`config.mk`:
```
export PLATFORM = sky130hd
export DESIGN_NAME = tlc_junction
export DESIGN_NICKNAME = d
export VERILOG_FILES = /design/src/rtl/tlc_pkg.sv /design/src/rtl/tlc_sync.sv /design/src/rtl/tlc_timer.sv /design/src/rtl/tlc_fsm.sv /design/src/rtl/tlc_junction.sv
export SDC_FILE = /design/constraint.sdc
export NUM_CORES = 1
export LEC_CHECK = 0
export CELL_PAD_IN_SITES_DETAIL_PLACEMENT = 2
export CELL_PAD_IN_SITES_GLOBAL_PLACEMENT = 2
export CORE_UTILIZATION = 24
export CTS_CLUSTER_DIAMETER = 100
export CTS_CLUSTER_SIZE = 20
export DETAILED_ROUTE_END_ITERATION = 8
export PLACE_DENSITY = 0.68
export REMOVE_ABC_BUFFERS = 1
export SLEW_MARGIN = 30
export SYNTH_ARGS = -nofsm -noshare
export SYNTH_HDL_FRONTEND = slang
export SYNTH_SLANG_ARGS = --single-unit
```
`constraint.sdc`:
```
create_clock -name clk -period 1.56 [get_ports clk]
set_clock_uncertainty 0.15 [all_clocks]
set_input_delay 0.156 -clock clk [delete_from_list [all_inputs] [get_ports clk]]
set_output_delay 0.156 -clock clk [all_outputs]
set_load 0.02 [all_outputs]
```
`src/rtl/tlc_pkg.sv`:
```
package tlc_pkg;

    // Gray-ordered phase codes: each legal step flips one bit
    typedef enum logic [1:0] {
        PH_MAIN_GO   = 2'b00,
        PH_MAIN_WARN = 2'b01,
        PH_SIDE_GO   = 2'b11,
        PH_SIDE_WARN = 2'b10
    } phase_e;

    typedef struct packed {
        logic main_red;
        logic main_yel;
        logic main_grn;
        logic side_red;
        logic side_yel;
        logic side_grn;
    } lamps_t;

    function automatic lamps_t phase_lamps(input phase_e ph);
        lamps_t l;
        l = '0;
        case (ph)
            PH_MAIN_GO:   begin l.main_grn = 1'b1; l.side_red = 1'b1; end
            PH_MAIN_WARN: begin l.main_yel = 1'b1; l.side_red = 1'b1; end
            PH_SIDE_GO:   begin l.main_red = 1'b1; l.side_grn = 1'b1; end
            default:      begin l.main_red = 1'b1; l.side_yel = 1'b1; end
        endcase
        return l;
    endfunction

endpackage

```
`src/rtl/tlc_sync.sv`:
```
module tlc_sync #(
    parameter int STAGES = 2
) (
    input  logic clk,
    input  logic rst,
    input  logic din,
    output logic dout
);

    typedef struct packed {
        logic [STAGES-1:0] chain;
    } sync_st;

    sync_st st_d, st_q;

    generate
        if (STAGES == 1) begin : g_single
            always_comb st_d.chain = din;
        end else begin : g_multi
            always_comb st_d.chain = {st_q.chain[STAGES-2:0], din};
        end
    endgenerate

    always_ff @(posedge clk) begin
        if (rst) st_q <= '0;
        else     st_q <= st_d;
    end

    assign dout = st_q.chain[STAGES-1];

endmodule

```
`src/rtl/tlc_timer.sv`:
```
module tlc_timer #(
    parameter int MAIN_MIN = 30,
    parameter int SIDE_MAX = 16,
    parameter int WARN_LEN = 3,
    parameter int CNT_MAX  = 30,
    parameter int CNT_W    = 5
) (
    input  logic clk,
    input  logic rst,
    input  logic restart,
    input  logic tick,
    output logic main_min_done,
    output logic side_max_done,
    output logic warn_done
);

    localparam logic [CNT_W-1:0] LIM_MAIN = CNT_W'(MAIN_MIN);
    localparam logic [CNT_W-1:0] LIM_SIDE = CNT_W'(SIDE_MAX);
    localparam logic [CNT_W-1:0] LIM_WARN = CNT_W'(WARN_LEN);
    localparam logic [CNT_W-1:0] LIM_SAT  = CNT_W'(CNT_MAX);

    typedef struct packed {
        logic [CNT_W-1:0] cnt;
    } tmr_st;

    tmr_st st_d, st_q;

    always_comb begin
        st_d = st_q;
        if (restart)
            st_d.cnt = '0;
        else if (tick && (st_q.cnt != LIM_SAT))
            st_d.cnt = st_q.cnt + 1'b1;
    end

    always_ff @(posedge clk) begin
        if (rst) st_q <= '0;
        else     st_q <= st_d;
    end

    assign main_min_done = (st_q.cnt >= LIM_MAIN);
    assign side_max_done = (st_q.cnt >= LIM_SIDE);
    assign warn_done     = (st_q.cnt >= LIM_WARN);


    restart_clear_chk: assert property (@(posedge clk) disable iff (rst)
        restart |=> (st_q.cnt == '0));


    no_overflow_chk: assert property (@(posedge clk) disable iff (rst)
        st_q.cnt <= LIM_SAT);


    idle_hold_chk: assert property (@(posedge clk) disable iff (rst)
        (!restart && !tick) |=> $stable(st_q.cnt));

endmodule

```
`src/rtl/tlc_fsm.sv`:
```
module tlc_fsm
    import tlc_pkg::*;
(
    input  logic   clk,
    input  logic   rst,
    input  logic   car,
    input  logic   main_min_done,
    input  logic   side_max_done,
    input  logic   warn_done,
    output phase_e phase,
    output logic   restart
);

    typedef struct packed {
        phase_e ph;
    } fsm_st;

    fsm_st st_d, st_q;

    always_comb begin
        st_d = st_q;
        case (st_q.ph)
            PH_MAIN_GO:   if (main_min_done && car)  st_d.ph = PH_MAIN_WARN;
            PH_MAIN_WARN: if (warn_done)             st_d.ph = PH_SIDE_GO;
            PH_SIDE_GO:   if (side_max_done || !car) st_d.ph = PH_SIDE_WARN;
            PH_SIDE_WARN: if (warn_done)             st_d.ph = PH_MAIN_GO;
            default:                                 st_d.ph = PH_MAIN_GO;
        endcase
    end

    always_ff @(posedge clk) begin
        if (rst) st_q.ph <= PH_MAIN_GO;
        else     st_q    <= st_d;
    end

    assign phase   = st_q.ph;
    assign restart = (st_d.ph != st_q.ph);


    gray_step_chk: assert property (@(posedge clk) disable iff (rst)
        (st_q.ph != $past(st_q.ph)) |-> ($countones(st_q.ph ^ $past(st_q.ph)) == 1));


    order_main_chk: assert property (@(posedge clk) disable iff (rst)
        (st_q.ph == PH_MAIN_GO) |=> (st_q.ph == PH_MAIN_GO || st_q.ph == PH_MAIN_WARN));


    order_side_chk: assert property (@(posedge clk) disable iff (rst)
        (st_q.ph == PH_SIDE_GO) |=> (st_q.ph == PH_SIDE_GO || st_q.ph == PH_SIDE_WARN));


    main_hold_chk: assert property (@(posedge clk) disable iff (rst)
        (st_q.ph == PH_MAIN_GO && !car) |=> (st_q.ph == PH_MAIN_GO));


    main_early_chk: assert property (@(posedge clk) disable iff (rst)
        (st_q.ph == PH_MAIN_GO && !main_min_done) |=> (st_q.ph == PH_MAIN_GO));


    side_clear_chk: assert property (@(posedge clk) disable iff (rst)
        (st_q.ph == PH_SIDE_GO && !car) |=> (st_q.ph == PH_SIDE_WARN));

endmodule

```
`src/rtl/tlc_junction.sv`:
```
module tlc_junction
    import tlc_pkg::*;
#(
    parameter int MAIN_MIN    = 30,
    parameter int SIDE_MAX    = 16,
    parameter int WARN_LEN    = 3,
    parameter int SYNC_STAGES = 2
) (
    input  logic clk,
    input  logic rst,
    input  logic sec_tick,
    input  logic side_car,
    output logic main_red,
    output logic main_yellow,
    output logic main_green,
    output logic side_red,
    output logic side_yellow,
    output logic side_green
);

    localparam int MAX_AB  = (MAIN_MIN > SIDE_MAX) ? MAIN_MIN : SIDE_MAX;
    localparam int CNT_MAX = (MAX_AB > WARN_LEN) ? MAX_AB : WARN_LEN;
    localparam int CNT_W   = $clog2(CNT_MAX + 1);

    logic   car_s;
    logic   restart;
    logic   min_done, max_done, warn_done;
    phase_e phase;
    lamps_t lamps;

    tlc_sync #(.STAGES(SYNC_STAGES)) u_sync (
        .clk  (clk),
        .rst  (rst),
        .din  (side_car),
        .dout (car_s)
    );

    tlc_timer #(
        .MAIN_MIN (MAIN_MIN),
        .SIDE_MAX (SIDE_MAX),
        .WARN_LEN (WARN_LEN),
        .CNT_MAX  (CNT_MAX),
        .CNT_W    (CNT_W)
    ) u_timer (
        .clk           (clk),
        .rst           (rst),
        .restart       (restart),
        .tick          (sec_tick),
        .main_min_done (min_done),
        .side_max_done (max_done),
        .warn_done     (warn_done)
    );

    tlc_fsm u_fsm (
        .clk           (clk),
        .rst           (rst),
        .car           (car_s),
        .main_min_done (min_done),
        .side_max_done (max_done),
        .warn_done     (warn_done),
        .phase         (phase),
        .restart       (restart)
    );

    always_comb lamps = phase_lamps(phase);

    assign main_red    = lamps.main_red;
    assign main_yellow = lamps.main_yel;
    assign main_green  = lamps.main_grn;
    assign side_red    = lamps.side_red;
    assign side_yellow = lamps.side_yel;
    assign side_green  = lamps.side_grn;


    main_onehot_chk: assert property (@(posedge clk) disable iff (rst)
        $countones({main_red, main_yellow, main_green}) == 1);


    side_onehot_chk: assert property (@(posedge clk) disable iff (rst)
        $countones({side_red, side_yellow, side_green}) == 1);


    no_conflict_chk: assert property (@(posedge clk) disable iff (rst)
        main_red || side_red);

endmodule

```
## Yosys cells after proc, flatten, opt, wreduce, memory -nomap -nowiden

Index checks and enable logic that the tools add are counted.

- Memory bits (writable): 0
- Input port bits: 4
- ROM bits: 0
- Bits in registers: 9
- Logic and storage cells: 31
- Memories: 0
- Latch bits: 0

- Reduce and logical (&&, ||, !) cells: 8
- Divide/modulo/power cells: 0
- Shifts and indexed selects: 0
- Order comparisons: 3
- Equality and inequality tests: 5
- Multipliers: 0
- Multiplexer cells: 11
- Add/sub/neg operators: 1
- Bitwise operators: 0

Operator list:

| cell | count |
|---|---|
| 5-bit greater-or-equal comparator, second input constant | 2 |
| 2-bit 2-to-1 mux | 4 |
| 2-bit case mux with 4 select lines | 1 |
| 1-bit 2-to-1 mux | 6 |
| 5-bit by 1-bit adder with 5-bit output, second input constant | 1 |
| 5-bit by 2-bit greater-or-equal comparator with 1-bit output, second input constant | 1 |
| 5-bit inequality test, second input constant | 1 |
| 2-bit == test, second input constant | 2 |
| 2-bit OR reduction | 2 |
| 3-bit OR reduction | 1 |
| 2-bit by 1-bit == test with 1-bit output, second input constant | 1 |
| 1-bit logical AND | 2 |
| 2-bit logical NOT | 1 |
| 2-bit inequality test | 1 |
| 1-bit logical NOT | 1 |
| 1-bit logical OR | 1 |

## Depth between registers and ports, before layout

- Word-level depth: 6
- Mapped depth: 5

## Hierarchy

From an unflattened synthesis, not the netlist that was laid out.

- Cells, all modules: 57
- Area total of the unflattened synthesis: 490.5 um^2

By module, submodules not included:

| module | instances | cells each | area each (um^2) |
|---|---|---|---|
| tlc_timer | 1 | 35 | 302.8 |
| tlc_fsm | 1 | 12 | 105.1 |
| tlc_sync | 1 | 4 | 52.6 |
| tlc_junction | 1 | 6 | 30.0 |

## Worst setup path after synthesis

No wires, ideal clock.

- Path kind: flip-flop to flip-flop
- From: reg u_timer.st_q[0] in the netlist's numbering
- To: reg u_timer.st_q[2] in the netlist's numbering
- Clock period less this slack: 1.679 ns
- Data required time: 1.337 ns
- Stages on the path, launching flop included: 6
- Path slack: -0.119 ns
- Arrival time: 1.456 ns
- Path buffers: 0
- Cell sequence: dfxtp_1 -> ha_1 -> nor4_4 -> a31oi_1 -> a221o_1 -> nor3_2

- Word-level cells in the longest chain between the ends: 6

Ends and longest elaborated chain:

| element | RTL line | RTL |
|---|---|---|
| from (decl) | tlc_timer.sv:26 | `tmr_st st_d, st_q;` |
| from (signal assigned) | tlc_timer.sv:38 | `else st_q <= st_d;` |
| 5-bit greater-or-equal comparator, on equally long branches | tlc_timer.sv:42, tlc_timer.sv:41 |  |
| 1-bit logical OR / 1-bit logical AND (equally long branches) | tlc_fsm.sv:25, tlc_fsm.sv:23 |  |
| 2-bit 2-to-1 mux, on equally long branches | tlc_fsm.sv:25, tlc_fsm.sv:23 |  |
| 2-bit case mux with 4 select lines | tlc_fsm.sv:22 | `case (st_q.ph)` |
| 2-bit inequality test | tlc_fsm.sv:37 | `assign restart = (st_d.ph != st_q.ph);` |
| 2-bit OR reduction (no source line) | n/a |  |

Several ways; a longest one is shown, not always the timed one.
A chain may end at the register's enable or synchronous reset.

## Final worst setup path

Same ends and word-level chain as after synthesis.

==> results.sh <==
export IMPL_status="finished with violations"
export IMPL_violations="negative setup slack"
export IMPL_dp_hpwl_mm=1.03
export IMPL_syn2layout_area_growth_pct=50.7
export IMPL_grt_ovfl_total=0
export IMPL_track_usage_pct=15.9
export IMPL_place_ws_ns=-0.170
export IMPL_cp_slowest_cell="a221o_1"
export IMPL_drt_total_wl_mm=1.38
export IMPL_power_per_cell_area_mw_per_mm2=717
export IMPL_cp_cell_sequence="ha_4, nor4_4, a31oi_1, a221o_1, nor3_2"
export IMPL_h_tree_depth=1
export IMPL_layoutNonFillerInstCount=100
export IMPL_cp_start_kind="flop"
export IMPL_timing_fmax_mhz=619
export IMPL_drive_above_1_share_pct=29.3
export IMPL_rows=15
export IMPL_min_period_ns=1.62
export IMPL_slew_violations=0
export IMPL_die_w_um=45.6
export IMPL_relSlewSlack_pct=82.9
export IMPL_cts_root_buffer_cell="clkbuf_4"
export IMPL_via_per_inst=4.72
export IMPL_path_max_fanout=5
export IMPL_final_antenna_net_count=0
export IMPL_finalHoldViolCount=0
export IMPL_whs_ns=0.291
export IMPL_antenna_found_initial=0
export IMPL_required_ns=1.62
export IMPL_die_y_um=45.6
export IMPL_total_power_mw=0.493
export IMPL_gp_congestion=0.755
export IMPL_clock_sinks=9
export IMPL_clockBufferDepth=2
export IMPL_wl_per_cell_um=13.8
export IMPL_crit_path_end_kind="flop"
export IMPL_vias=472
export IMPL_antenna_cells=0
export IMPL_grt_max_degree=8
export IMPL_top_layer="met4"
export IMPL_nNetsFinal=81
export IMPL_io_pin_count=10
export IMPL_cts_tree="built"
export IMPL_drv_cap=0
export IMPL_dpl_cell_count=94
export IMPL_wl_met3_um=32
export IMPL_synth_area_per_cell_um2=8.62
export IMPL_finalSetupViolCount=3
export IMPL_post_route_period_util_pct=104
export IMPL_hold_path_class="in2reg"
export IMPL_yosys_warnings=0
export IMPL_path_buf_inv=0
export IMPL_ys_types=23
export IMPL_crit_path_max_incr_delay_ns=0.41
export IMPL_p_leak_nw=0.285
export IMPL_syn_inst=53
export IMPL_clk_pin_slew_ns=0.07
export IMPL_insertion_delay_ns=0.28
export IMPL_yosysSeqAreaShare_pct=39.5
export IMPL_io_buffers=9
export IMPL_drcViolationCount=0
export IMPL_initial_core_util_pct=25.9
export IMPL_rsz0062_at_grt="yes"
export IMPL_setup_slack_ns=-0.0557
export IMPL_postCtsHoldBufs=0
export IMPL_critPathKind="reg2reg"
export IMPL_wl_met1_um=584
export IMPL_core_area_mm2=0.00176
export IMPL_worst_pin_slew_ns=0.255
export IMPL_dr_pass1_iters=4
export IMPL_numCtsBuffers=3
export IMPL_wl_met2_um=730
export IMPL_dieArea_mm2=0.00208
export IMPL_synth_seq_cells=9
export IMPL_syn_cell_area_um2=457
export IMPL_worstPathArrival_ns=1.67
export IMPL_first_iter_violations=3
export IMPL_grt_pass1_vias=504
export IMPL_ir_drop_uv=385
export IMPL_crit_family="compound AO/OA/AOI/OAI gates"
export IMPL_tns_ns=-0.0701
export IMPL_grt_pass1_wl_mm=2.21
-- metrics by stage --
step,utilization (%),cell area (µm²)
3_5_place_dp,36.1,637
3_3_place_gp,36.1,637
2_1_floorplan,-,448
5_1_grt,39.0,688
6_report,39.0,688
4_1_cts,39.0,688
-- per-layer routing --
metal | vias up | global-route usage (%)
met1 | 230 | 16.2
met3 | 2 | 3.57
met4 | 0 | 9.09
met5 | - | 0
met2 | 10 | 29.1
li1 | 230 | -
-- layout by cell type (no fill, tap or decap), types with 2 or more instances in the layout --
| master | n |
|---|---|
| a21oi_1 | 4 |
| buf_4 | 11 |
| clkbuf_4 | 3 |
| clkdlybuf4s50_1 | 3 |
| dfxtp_1 | 5 |
| dfxtp_2 | 4 |
| dlygate4sd2_1 | 6 |
| inv_1 | 3 |
| mux2i_1 | 2 |
| nand2_1 | 5 |
| nand4_1 | 2 |
| nor2_1 | 7 |
| nor2b_1 | 3 |
| o21ai_0 | 3 |
-- where the power goes --
part | switching [mW] | leakage (nW) | internal [mW]
clock | 0.0951 | 0.0150 | 0.0992
sequential | 0.00518 | 0.0750 | 0.237
combinational | 0.0261 | 0.195 | 0.0304
total | 0.126 | 0.285 | 0.367
-- state kept, by name, indices dropped and copies added, names as in the netlist --
signal        flops
u_fsm.phase       2
u_sync.st_q       2
u_timer.st_q      5
-- cell families after synthesis --
kind of cell	share of synthesized area, %
and+or+nand+nor	27.9
AOI/OAI and AO/OA	16.7
DFF	39.5
adders and majority gates	2.74
xor gates and xnor gates	1.92
muxes	6.85
buffers and inverters	4.38
-- synthesized netlist by cell type --
master | instances | area (µm²)
a221o_1 | 1 | 10.0
nand4_1 | 2 | 12.5
and4_1 | 1 | 8.76
nor2b_1 | 3 | 18.8
ha_1 | 1 | 12.5
and2_1 | 1 | 6.26
o2111a_1 | 1 | 11.3
o21ai_0 | 4 | 20.0
mux2_2 | 1 | 11.3
inv_1 | 3 | 11.3
buf_2 | 1 | 5.00
nor2_1 | 7 | 26.3
dfxtp_1 | 9 | 180
nor4_4 | 1 | 21.3
a31oi_1 | 1 | 6.26
nor3_1 | 1 | 5.00
a21oi_1 | 4 | 20.0
xor2_1 | 1 | 8.76
nor3_2 | 1 | 10.0
nand2_1 | 5 | 18.8
a32oi_1 | 1 | 8.76
mux2i_1 | 2 | 20.0
clkbuf_1 | 1 | 3.75
-- final timing paths --
kind              startpoint              end  slack, ns  cells past startpoint
max          u_timer.st_q[0]  u_timer.st_q[2]      -0.06                      5
min reg2reg   u_sync.st_q[0]   u_sync.st_q[1]       0.30                      1
max reg2reg  u_timer.st_q[0]  u_timer.st_q[2]      -0.06                      5
min                 side_car   u_sync.st_q[0]       0.29                      2
-- timing repair --
item	in CTS	in global routing
endpoints found under the setup margin	11	5
pin swaps	4	1
setup buffers	2	0
cloned	0	0
resized for setup	13	0
-- area by class of cell --
| class | count | area [µm²] |
|---|---|---|
| Fill cell | 224 | 1080 |
| Sequential cell | 9 | 185 |
| Timing Repair Buffer | 20 | 165 |
| Tap cell | 25 | 31.3 |
| Clock buffer | 4 | 26.3 |
| Multi-Input combinational cell | 39 | 269 |
| Inverter | 3 | 11.3 |
Power figures use the tool's default switching activity.
